### src/rtl/intc_pkg.sv
package intc_pkg;
  localparam int NSRC  = 5;
  localparam int VEC_W = 3;
  localparam int EN_W  = 4;
  typedef enum logic [VEC_W-1:0] {
    SRC_EXT1 = 3'd0,
    SRC_EXT2 = 3'd1,
    SRC_TMR1 = 3'd2,
    SRC_TMR2 = 3'd3,
    SRC_TICK = 3'd4
  } src_e;
endpackage

### src/rtl/intc_fall_det.sv
module intc_fall_det #(
  parameter int STAGES = 2
) (
  input  logic clk,
  input  logic rst,
  input  logic pin_n,
  output logic fall
);
  logic [STAGES-1:0] sync_q;
  logic              prev_q;

  always_ff @(posedge clk) begin
    if (rst) begin
      sync_q <= '1;
      prev_q <= 1'b1;
    end else begin
      sync_q <= {sync_q[STAGES-2:0], pin_n};
      prev_q <= sync_q[STAGES-1];
    end
  end

  assign fall = prev_q & ~sync_q[STAGES-1];
endmodule

### src/rtl/intc_req_latch.sv
module intc_req_latch #(
  parameter int N = 5
) (
  input  logic         clk,
  input  logic         rst,
  input  logic [N-1:0] set_i,
  input  logic [N-1:0] clr_i,
  output logic [N-1:0] q
);
  for (genvar i = 0; i < N; i++) begin : g_bit
    always_ff @(posedge clk) begin
      if (rst)           q[i] <= 1'b0;
      else if (set_i[i]) q[i] <= 1'b1;
      else if (clr_i[i]) q[i] <= 1'b0;
    end
  end
endmodule

### src/rtl/intc_prio_pick.sv
module intc_prio_pick #(
  parameter int N  = 5,
  parameter int VW = 3
) (
  input  logic [N-1:0]  req,
  output logic          valid,
  output logic [VW-1:0] idx
);
  always_comb begin
    valid = |req;
    idx   = '0;
    for (int i = N - 1; i >= 0; i--) begin
      if (req[i]) idx = VW'(i);
    end
  end
endmodule

### src/rtl/prio_intc.sv
module prio_intc #(
  parameter int SYNC_STAGES = 2,
  parameter int ACK_LEN     = 16
) (
  input  logic       clk,
  input  logic       rst,
  input  logic [1:0] ext_n,
  input  logic       tmr1_ovf,
  input  logic       tmr2_ovf,
  input  logic       tick,
  input  logic       instr_end,
  input  logic       en_wr,
  input  logic [3:0] en_wdata,
  output logic [3:0] en_rdata,
  input  logic       cmd_valid,
  input  logic [4:0] cmd_keep,
  input  logic       cmd_mie_set,
  input  logic       cmd_mie_clr,
  input  logic       reti,
  output logic       mie,
  output logic       ack,
  output logic [2:0] ack_vec,
  output logic       busy
);
  import intc_pkg::*;
  localparam int CNT_W = $clog2(ACK_LEN + 1);

  logic [1:0]             ext_fall;
  logic [NSRC-1:0]        req_set, req_clr, req_q, eligible, win_1h;
  logic                   win_valid, accept, mie_q, ack_q;
  logic [VEC_W-1:0]       win_idx, vec_q;
  logic [EN_W-1:0]        en_q;
  logic [CNT_W-1:0]       cnt_q;

  for (genvar p = 0; p < 2; p++) begin : g_ext
    intc_fall_det #(.STAGES(SYNC_STAGES)) u_fall (
      .clk(clk), .rst(rst), .pin_n(ext_n[p]), .fall(ext_fall[p])
    );
  end

  assign req_set = {tick, tmr2_ovf, tmr1_ovf, ext_fall[1], ext_fall[0]};

  always_comb begin
    eligible           = '0;
    eligible[SRC_EXT1] = req_q[SRC_EXT1];
    eligible[SRC_EXT2] = req_q[SRC_EXT2] & en_q[0];
    eligible[SRC_TMR1] = req_q[SRC_TMR1] & en_q[2];
    eligible[SRC_TMR2] = req_q[SRC_TMR2] & en_q[1];
    eligible[SRC_TICK] = req_q[SRC_TICK] & en_q[1];
  end

  intc_prio_pick #(.N(NSRC), .VW(VEC_W)) u_pick (
    .req(eligible), .valid(win_valid), .idx(win_idx)
  );

  assign accept = instr_end & mie_q & win_valid & (cnt_q == '0);

  always_comb begin
    win_1h = '0;
    for (int i = 0; i < NSRC; i++) begin
      if (win_idx == VEC_W'(i)) win_1h[i] = 1'b1;
    end
  end

  assign req_clr = (cmd_valid ? ~cmd_keep : '0) | (accept ? win_1h : '0);

  intc_req_latch #(.N(NSRC)) u_latch (
    .clk(clk), .rst(rst), .set_i(req_set), .clr_i(req_clr), .q(req_q)
  );

  always_ff @(posedge clk) begin
    if (rst) begin
      mie_q <= 1'b0;
      en_q  <= '0;
      ack_q <= 1'b0;
      vec_q <= '0;
      cnt_q <= '0;
    end else begin
      if (accept)                             mie_q <= 1'b0;
      else if (reti || (cmd_valid && cmd_mie_set)) mie_q <= 1'b1;
      else if (cmd_valid && cmd_mie_clr)      mie_q <= 1'b0;
      if (en_wr) en_q <= en_wdata;
      ack_q <= accept;
      if (accept) vec_q <= win_idx;
      if (accept)              cnt_q <= CNT_W'(ACK_LEN);
      else if (cnt_q != '0)    cnt_q <= cnt_q - 1'b1;
    end
  end

  assign en_rdata = en_q;
  assign mie      = mie_q;
  assign ack      = ack_q;
  assign ack_vec  = vec_q;
  assign busy     = (cnt_q != '0);
endmodule

### config.mk
export PLATFORM = sky130hd
export DESIGN_NAME = prio_intc
export DESIGN_NICKNAME = d
export VERILOG_FILES = /design/src/rtl/intc_pkg.sv /design/src/rtl/intc_fall_det.sv /design/src/rtl/intc_req_latch.sv /design/src/rtl/intc_prio_pick.sv /design/src/rtl/prio_intc.sv
export SDC_FILE = /design/constraint.sdc
export NUM_CORES = 1
export LEC_CHECK = 0
export ABC_AREA = 1
export BUFFER_PORTS_ARGS = -buffer_cell sky130_fd_sc_hd__buf_2
export CELL_PAD_IN_SITES_DETAIL_PLACEMENT = 2
export CELL_PAD_IN_SITES_GLOBAL_PLACEMENT = 2
export CORE_MARGIN = 2
export CORE_UTILIZATION = 27
export DETAILED_ROUTE_END_ITERATION = 7
export MAX_ROUTING_LAYER = met4
export PLACE_DENSITY = 0.74
export SKIP_CTS_REPAIR_TIMING = 1
export SYNTH_ARGS = -nofsm -noshare
export SYNTH_HDL_FRONTEND = slang
export SYNTH_SLANG_ARGS = --single-unit
### constraint.sdc
create_clock -name clk -period 1.5 [get_ports clk]
set_input_delay 0.225 -clock clk [delete_from_list [all_inputs] [get_ports clk]]
set_output_delay 0.225 -clock clk [all_outputs]
set_load 0.01 [all_outputs]
Yosys cells after proc, flatten, opt, wreduce, memory -nomap -nowiden. Cells that the tools add are included.

Word-level logic and storage cells: 74. Register bits: 25. Input bits: 22.

Eq/ne operators: 4. Add/subtract/negate cells: 1. Bitwise logic cells: 13. Reduce and logical (&&, ||, !) cells: 15. Mux-type cells: 26.

Operators by type and width (number): $mux 5 (4); $mux 1 (17); $mux 3 (5); $reduce_bool 2->1 (7); $and 1x1->1 (9); $eq 3x2->1 const B (2); $logic_not 5->1 (1); $not 5->5 (1); $or 5x5->5 (1); $reduce_bool 5->1 (1); $reduce_or 5->1 (1); $sub 5x1->5 const B (1); $eq 3x1->1 const B (1); $eq 3x3->1 const B (1); $logic_not 3->1 (1); $logic_and 1x1->1 (2); $not 1->1 (2); $reduce_or 2->1 (1); $logic_or 1x1->1 (1).

Depth between registers and ports, before layout. Gate-level depths: netlist of the first run.

Depth in word-level cells: 12. Gate-level depth with buffers: 8. Mapped depth without buffers: 8.

Modules after synthesis. From an unflattened synthesis of the first run, not the netlist that was laid out.

Cell total of the unflattened synthesis: 165. Area total of the unflattened synthesis: 1157.4 um^2.

By module, submodules not included: prio_intc (area each 740.7 um^2, sequential area each 280.3 um^2, cells each 105, instances 1); intc_fall_det (area each 93.8 um^2, sequential area each 60.1 um^2, cells each 12, instances 2); intc_req_latch (area each 181.4 um^2, sequential area each 100.1 um^2, cells each 25, instances 1); intc_prio_pick (area each 47.5 um^2, sequential area each 0.0 um^2, cells each 11, instances 1).

Worst setup path after synthesis of the first run. OpenSTA, ideal clock, no wires.

Kind: register to register. Start point: register cnt_q[0]. End point: register cnt_q[1]. Slack: 0.201 ns. Arrival time: 1.229 ns. Stages on the path, launching flop included: 7. Cell sequence: dfxtp_1 > inv_1 > ha_1 > nand3b_4 > inv_1 > or2_2 > a21oi_1.

Elaborated cells on any way between the ends: 5. Those cells by class: add/sub: 1; bitwise: 1; reduce/logical: 3.

RTL lines: start, declared (RTL line prio_intc.sv:33) `logic [CNT_W-1:0] cnt_q;`; start signal, assigned (RTL line prio_intc.sv:85) `if (accept) cnt_q <= CNT_W'(ACK_LEN);`; start signal, assigned (RTL line prio_intc.sv:86) `else if (cnt_q != '0) cnt_q <= cnt_q - 1'b1;`; $reduce_bool 5->1; net busy (RTL line prio_intc.sv:23) `output logic busy`.

The timed path passes the listed nets, and every way through them passes these cells. A chain may end at the register's enable or synchronous reset.

Final worst setup path of the first run.
Start point: register cnt_q[0]. End point: output busy.

Longest elaborated chain between the ends: 1.

Ends and longest elaborated chain: $reduce_bool 5->1 (RTL line prio_intc.sv:94) `assign busy = (cnt_q != '0);`; end, declared (RTL line prio_intc.sv:23).

No other way between the ends.

==> results of run 1 <==
sequential cells by signal, summed over array words and instances (netlist names):
register,flops
u_latch.q,5
mie,1
ack_vec,3
cnt_q,5
ack,1
en_rdata,4
g_ext.u_fall.prev_q,2
g_ext.u_fall.sync_q,4
layout by cell type (no fill, tap or decap), types with 2 or more instances in the layout:
cell | synthesis | layout
a21oi_1 | 12 | 12
buf_2 | 1 | 31
clkbuf_8 | 1 | 3
dfxtp_1 | 25 | 24
inv_1 | 11 | 11
nand2_1 | 29 | 29
nand2_4 | 2 | 2
nand3_1 | 6 | 6
nor2_1 | 13 | 13
nor2_8 | 2 | 2
nor3_1 | 4 | 4
o21a_1 | 4 | 4
o21ai_0 | 4 | 4
or2_2 | 5 | 5
xnor2_1 | 2 | 2
through the flow:
step | hold WS, ns | instance area [um2] | TNS [ns]
after global routing | 0.1295 | 1299 | 0
after global placement | 0.3931 | 1240 | 0
after CTS | 0.1271 | 1285 | -0.03243
final | 0.1364 | 1299 | 0
after floorplan | 0.3288 | 1036 | 0
after detailed placement | 0.4021 | 1240 | 0
worst max-delay path, delay by kind of cell, from the launching register on:
kind                     cells  cell delay [ns]
adder cells (fa/ha/maj)      1             0.18
flip-flops                   1             0.34
AND/OR/NAND/NOR              1             0.12
buffers and inverters        2             0.27
worst paths after layout:
kind | startpoint | endpoint | slack (ns) | cells after the start
setup / recovery | cnt_q[0]$_SDFFE_PP0P_ | busy | 0.08 | 4
hold / removal | ext_n[0] | g_ext[0].u_fall.sync_q[0]$_SDFF_PP1_ | 0.14 | 2
setup reg to reg | cnt_q[1]$_SDFFE_PP0P_ | cnt_q[1]$_SDFFE_PP0P_ | 0.17 | 6
hold reg to reg | g_ext[0].u_fall.sync_q[0]$_SDFF_PP1_ | g_ext[0].u_fall.sync_q[1]$_SDFF_PP1_ | 0.42 | 1
layer usage:
| layer | up-vias | GRT usage, % |
|---|---|---|
| li1 | 469 | - |
| met1 | 430 | 15.67 |
| met2 | 19 | 26.39 |
| met3 | 3 | 3.578 |
| met4 | 0 | 2.296 |
| met5 | - | - |
power by group through the flow:
stage | Sequential, W | Clock [W] | Combinational [W]
after floorplan | 0.000787 | 0 | 0.000348
after global placement | 0.000788 | 0 | 0.000454
after detailed placement | 0.000794 | 0 | 0.000487
after CTS | 0.000779 | 0.000418 | 0.000491
after global routing | 0.000792 | 0.000448 | 0.000581
final | 0.000781 | 0.000402 | 0.000515
final cells by class:
class | instances | share of cell area [%]
Sequential cell | 25 | 38.63
Clock buffer | 4 | 3.468
Tap cell | 48 | 4.624
Timing Repair Buffer | 32 | 12.52
Inverter | 11 | 3.179
Multi-Input combinational cell | 87 | 37.57
synthesized netlist by cell type (all sizes together) (2+ instances only):
| library cell | instances | area [um2] |
|---|---|---|
| o21a | 4 | 30.03 |
| xnor2 | 2 | 17.52 |
| or2 | 5 | 31.28 |
| o21ai | 4 | 20.02 |
| a21oi | 12 | 60.06 |
| dfxtp | 25 | 500.5 |
| nand3 | 6 | 30.03 |
| inv | 11 | 41.29 |
| nand2 | 31 | 131.4 |
| nor3 | 4 | 20.02 |
| nor2 | 16 | 95.10 |
logic make-up (layout without fill, tap and decap cells):
group,count (synthesis),count (layout),share of synthesized area (%)
simple gates,63,63,31.64
buf+inv,13,47,5.796
fa+ha+maj,1,1,1.208
flops,25,25,48.31
xor+xnor,2,2,1.691
compound gates,21,21,11.35
==> summary.md, run 1 <==
| Metric | Value |
|---|---|
| Vias in the first global route | 1026 |
| Flops & latches, synth | 25 |
| WL final | 2664 um |
| GRT overflow | 0 |
| Metal3 WL | 115 um |
| Lkg Pwr | 0.6466 nW |
| Initial DRC count | 21 |
| Cells after DPL | 203 |
| CP Cell Sequence | inv_1, ha_4, nand3b_4, buf_2 |
| Area grow syn2layout | 25.36% |
| Syn Nets | 148 |
| Initial core utilization | 28.09% |
| Worst Setup End Kind | primary output |
| Clock network power share | 23.7% |
| Num Clock Sinks | 25 |
| Worst path required time | 1.27 ns |
| Antenna Nets Post-Route | 0 |
| Post-route worst setup slack | 0.08454 ns |
| Drt drc | 0 |
| EDFF count, synth | 0 |
| Root Buffer | clkbuf_8 |
| Power Density | 1307 nW/um2 |
| Synthesized cell area | 1036 um2 |
| ANT cells | 0 |
| Skew final | 0.01013 ns |
| Slew headroom | 70.72% |
| Crit-path max FO | 4 |
| I/O Buffers | 31 |
| Data arrival, critical path | 1.19 ns |
| Total global-route track usage | 14.26% |
| FILL cells | 439 |
| Startpoint types | flip-flop |
| Core footprint | 3689 um2 |
| DIE WIDTH | 65.95 um |
| Hold Crit Class | in -> reg |
| Top FF cell, synth | dfxtp_1 |
| Row count | 22 |
| Fin cells | 207 |
| Detail Placement HPWL | 2128 um |
| Net Sw Frac | 32.38% |
| Yosys cell types | 19 |
| Hold Fails Final Rpt | 0 |
| Worst-path clk slew | 0.09 ns |
| Seq/Total Area, Yosys | 48.31% |
| Register area | 501.7 um2 |
| Util after Layout | 35.21% |
| Outcome | finished clean |
| Met2 routed WL | 1398 um |
| Post-synthesis cell count | 125 |
| First-pass GRT wire length | 4588 um |
| Final worst-path cycle share | 94.36% |
| Post-route minimum period | 1.415 ns |
| Max Cap Violations | 0 |
| Worst Tran Pin Value | 0.4387 ns |
| Area of the multi-input gates | 488.0 um2 |
| Combinational fraction of design power | 30.3% |
| Met1 WL | 1132 um |
| Syn. warnings | 0 |
| Switching power total | 0.0005495 W |
| CTS Buffer Depth | 2 |
| GPL Wtd Cong | 0.7058 |
| H-Tree Depth | 1 |
| PnR Total Power | 0.001697 W |
| Unrepaired setup endpoints after global routing | false |
| Avg WL per Cell | 12.87 um |
| Max VDD drop | 0.5310 mV |
| CTS Buf Count | 3 |
| DIE HEIGHT | 65.95 um |
| Top Metal Used | met4 |
| Critical-path top delay cell | dfxtp_2 |
| Crit Path Class | reg -> out |
| Layout net count | 183 |
| DRT Pass-1 Iters | 4 |
| Reg power frac | 46.0% |
| Cell Int Power | 0.001148 W |
| Fraction of layout instances using a drive strength above 1 | 30.19% |
| Vias | 921 |
| Final Max Slew Viols | 0 |
| Ys async rst share | 0% |
| Clock tree from TritonCTS | built |
| Worst-Skew Late Latency | 0.27 ns |
| Post-Place Worst Slack | 0.06380 ns |
| Fmax | 706.5 MHz |
| Final setup fails | 0 |
| Largest net degree at the start of global routing | 14 |
| Max incr delay on CP | 0.34 ns |
| Avg Cell Area, Syn | 8.288 um2 |
| Initial antenna violation count | 0 |
| IO Count | 32 |
| Die ar. | 4349 um2 |
| Vias per cell | 4.449 |
(Power assumes the default switching activity.)
==> run 2, diff against run 1 <==
--- a/config.mk
+++ b/config.mk
@@ -9,12 +9,12 @@
 export BUFFER_PORTS_ARGS = -buffer_cell sky130_fd_sc_hd__buf_2
 export CELL_PAD_IN_SITES_DETAIL_PLACEMENT = 2
 export CELL_PAD_IN_SITES_GLOBAL_PLACEMENT = 2
-export CORE_MARGIN = 2
 export CORE_UTILIZATION = 27
 export DETAILED_ROUTE_END_ITERATION = 7
 export MAX_ROUTING_LAYER = met4
 export PLACE_DENSITY = 0.74
 export SKIP_CTS_REPAIR_TIMING = 1
+export SKIP_LAST_GASP = 1
 export SYNTH_ARGS = -nofsm -noshare
 export SYNTH_HDL_FRONTEND = slang
 export SYNTH_SLANG_ARGS = --single-unit
==> run 2 against run 1 <==
Register-to-register slack hardly changed. Combinational power about the same. Worst setup slack gained 0.012 ns.
==> summary.md, run 2 (same netlist as run 1, synthesis figures left out) <==
| Metric | Value |
|---|---|
| Outcome | finished clean (unchanged) |
| Skew final | 0.001791 ns (was 0.01013 ns) |
| Avg WL per Cell | 12.95 um (was 12.87 um) |
| Crit-path max FO | 4 (unchanged) |
| Initial core utilization | 28.30% (was 28.09%) |
| Hold Fails Final Rpt | 0 (unchanged) |
| Area grow syn2layout | 25.24% (was 25.36%) |
| GPL Wtd Cong | 0.7214 (was 0.7058) |
| Post-route cell area | 1297 um2 (was 1299 um2) |
| Register area | 500.5 um2 (was 501.7 um2) |
| I/O Buffers | 31 (unchanged) |
| Hold Crit Class | in -> reg (unchanged) |
| DP Area | 1240 um2 (unchanged) |
| Routing usage on met2 | 28.86% (was 26.39%) |
| Antenna Nets Post-Route | 0 (unchanged) |
| Detail Placement HPWL | 2110 um (was 2128 um) |
| Clock tree from TritonCTS | built (unchanged) |
| IO Count | 32 (unchanged) |
| Gr busiest metal | met2 (unchanged) |
| Power Density | 1299 nW/um2 (was 1307 nW/um2) |
| Final setup fails | 0 (unchanged) |
| Cells after DPL | 203 (unchanged) |
| Final worst-path cycle share | 93.56% (was 94.36%) |
| DRT Pass-1 Iters | 4 (unchanged) |
| DIE HEIGHT | 63.95 um (was 65.95 um) |
| WL final | 2681 um (was 2664 um) |
| Area of the multi-input gates | 488.0 um2 (unchanged) |
| Met3 GRT Util | 3.571% (was 3.578%) |
| First-pass GRT wire length | 4588 um (unchanged) |
| CTS Buffer Depth | 2 (unchanged) |
| Max VDD drop | 0.3102 mV (was 0.5310 mV) |
| Vias | 941 (was 921) |
| Startpoint types | flip-flop (unchanged) |
| Worst path required time | 1.27 ns (about the same) |
| Max Cap Violations | 0 (unchanged) |
| Lkg Pwr | 0.6463 nW (was 0.6466 nW) |
| Data arrival, critical path | 1.18 ns (was 1.19 ns) |
| GRT overflow | 0 (unchanged) |
| Most frequent cells in the layout | buf_2, nand2_1, dfxtp_1 (unchanged) |
| Vias in the first global route | 1019 (was 1026) |
| Initial DRC count | 33 (was 21) |
| Layout net count | 183 (unchanged) |
| Grt met1 use | 15.75% (was 15.67%) |
| Vias per cell | 4.546 (was 4.449) |
| Fmax | 712.6 MHz (was 706.5 MHz) |
| Post-route minimum period | 1.403 ns (was 1.415 ns) |
| DIE WIDTH | 63.95 um (was 65.95 um) |
| Worst-Skew Late Latency | 0.27 ns (about the same) |
| Total global-route track usage | 15.24% (was 14.26%) |
| Num Clock Sinks | 25 (unchanged) |
| Largest net degree at the start of global routing | 14 (unchanged) |
| Unrepaired setup endpoints after global routing | false (unchanged) |
| Worst-path clk slew | 0.08 ns (was 0.09 ns) |
| Row count | 22 (unchanged) |
| Crit Path Class | reg -> out (unchanged) |
| Worst R2R Start | cnt_q[0]$_SDFFE_PP0P_ (was cnt_q[1]$_SDFFE_PP0P_) |
| Commonest non-fill, non-tap cell in the layout | buf_2 (unchanged) |
| Core footprint | 3661 um2 (was 3689 um2) |
| Critical path startpoint | cnt_q[0]$_SDFFE_PP0P_ (unchanged) |
| Top Registers | cnt_q x5, u_latch.q x5 (unchanged) |
| ANT cells | 0 (unchanged) |
| Min-Delay Startpoint | ext_n[1] (was ext_n[0]) |
| Fraction of layout instances using a drive strength above 1 | 29.56% (was 30.19%) |
| H-Tree Depth | 1 (unchanged) |
| Die ar. | 4089 um2 (was 4349 um2) |
| Slew headroom | 68.69% (was 70.72%) |
| Initial antenna violation count | 0 (unchanged) |
| Root Buffer | clkbuf_8 (unchanged) |
| FILL cells | 432 (was 439) |
| Final Max Slew Viols | 0 (unchanged) |
| Worst Setup End Kind | primary output (unchanged) |
| Fin cells | 207 (unchanged) |
| Drt drc | 0 (unchanged) |
| Worst Tran Pin Value | 0.4691 ns (was 0.4387 ns) |
| CTS Buf Count | 3 (unchanged) |
## run 2: cell counts in the layout (fill, tap and decap cells not counted)
No cell type changed its count.
## run 2: metrics by stage
step | utilization, % | total power (W) | worst slack, ns | setup TNS [ns] | hold WS (ns)
2_1_floorplan | - | 0.001135 | 0.2013 | 0 | 0.3288
3_3_place_gp | 33.87 | 0.001241 | 0.1827 | 0 | 0.3939
3_5_place_dp | 33.87 | 0.001287 | 0.07395 | 0 | 0.3971
4_1_cts | 35.10 | 0.001699 | -0.005470 | -0.005470 | 0.1262
5_1_grt | 35.44 | 0.001822 | 0.005547 | 0 | 0.1154
6_report | 35.44 | 0.001686 | 0.09666 | 0 | 0.1329
## run 2: layout make-up
cell class	instances	share of cell area, %
multi-input combinational	87	37.61
inverter	11	3.182
sequential	25	38.57
timing repair buffer	32	12.54
tap	48	4.629
clock buffer	4	3.472
## run 2: final timing paths
kind / slack (ns) / cells past startpoint / end
hold / removal: 0.13 / 2 / g_ext[1].u_fall.sync_q[0]$_SDFF_PP1_
hold reg to reg: 0.42 / 1 / g_ext[0].u_fall.sync_q[1]$_SDFF_PP1_
setup / recovery: 0.1 / 4 / busy
setup reg to reg: 0.16 / 6 / cnt_q[1]$_SDFFE_PP0P_
## run 2: power breakdown
group / leakage [nW] / switching [W] / internal [W]
Clock: 0.0228 / 0.000206 / 0.000190
Sequential: 0.206 / 0.0000468 / 0.000729
Combinational: 0.417 / 0.000290 / 0.000224
Total: 0.646 / 0.000542 / 0.00114
## run 2: worst max-delay path, cell delays in order, from the launching register on
cell	delay, ns
dfxtp_1	0.33
inv_1	0.12
ha_4	0.18
nand3b_4	0.12
buf_2	0.17
## run 2: per-layer routing
layer | share of wire, % | routed length, um
met3 | 4.1 | 110
met2 | 52 | 1392
met4 | 1.0 | 28
met1 | 43 | 1150
met5 | 0 | 0
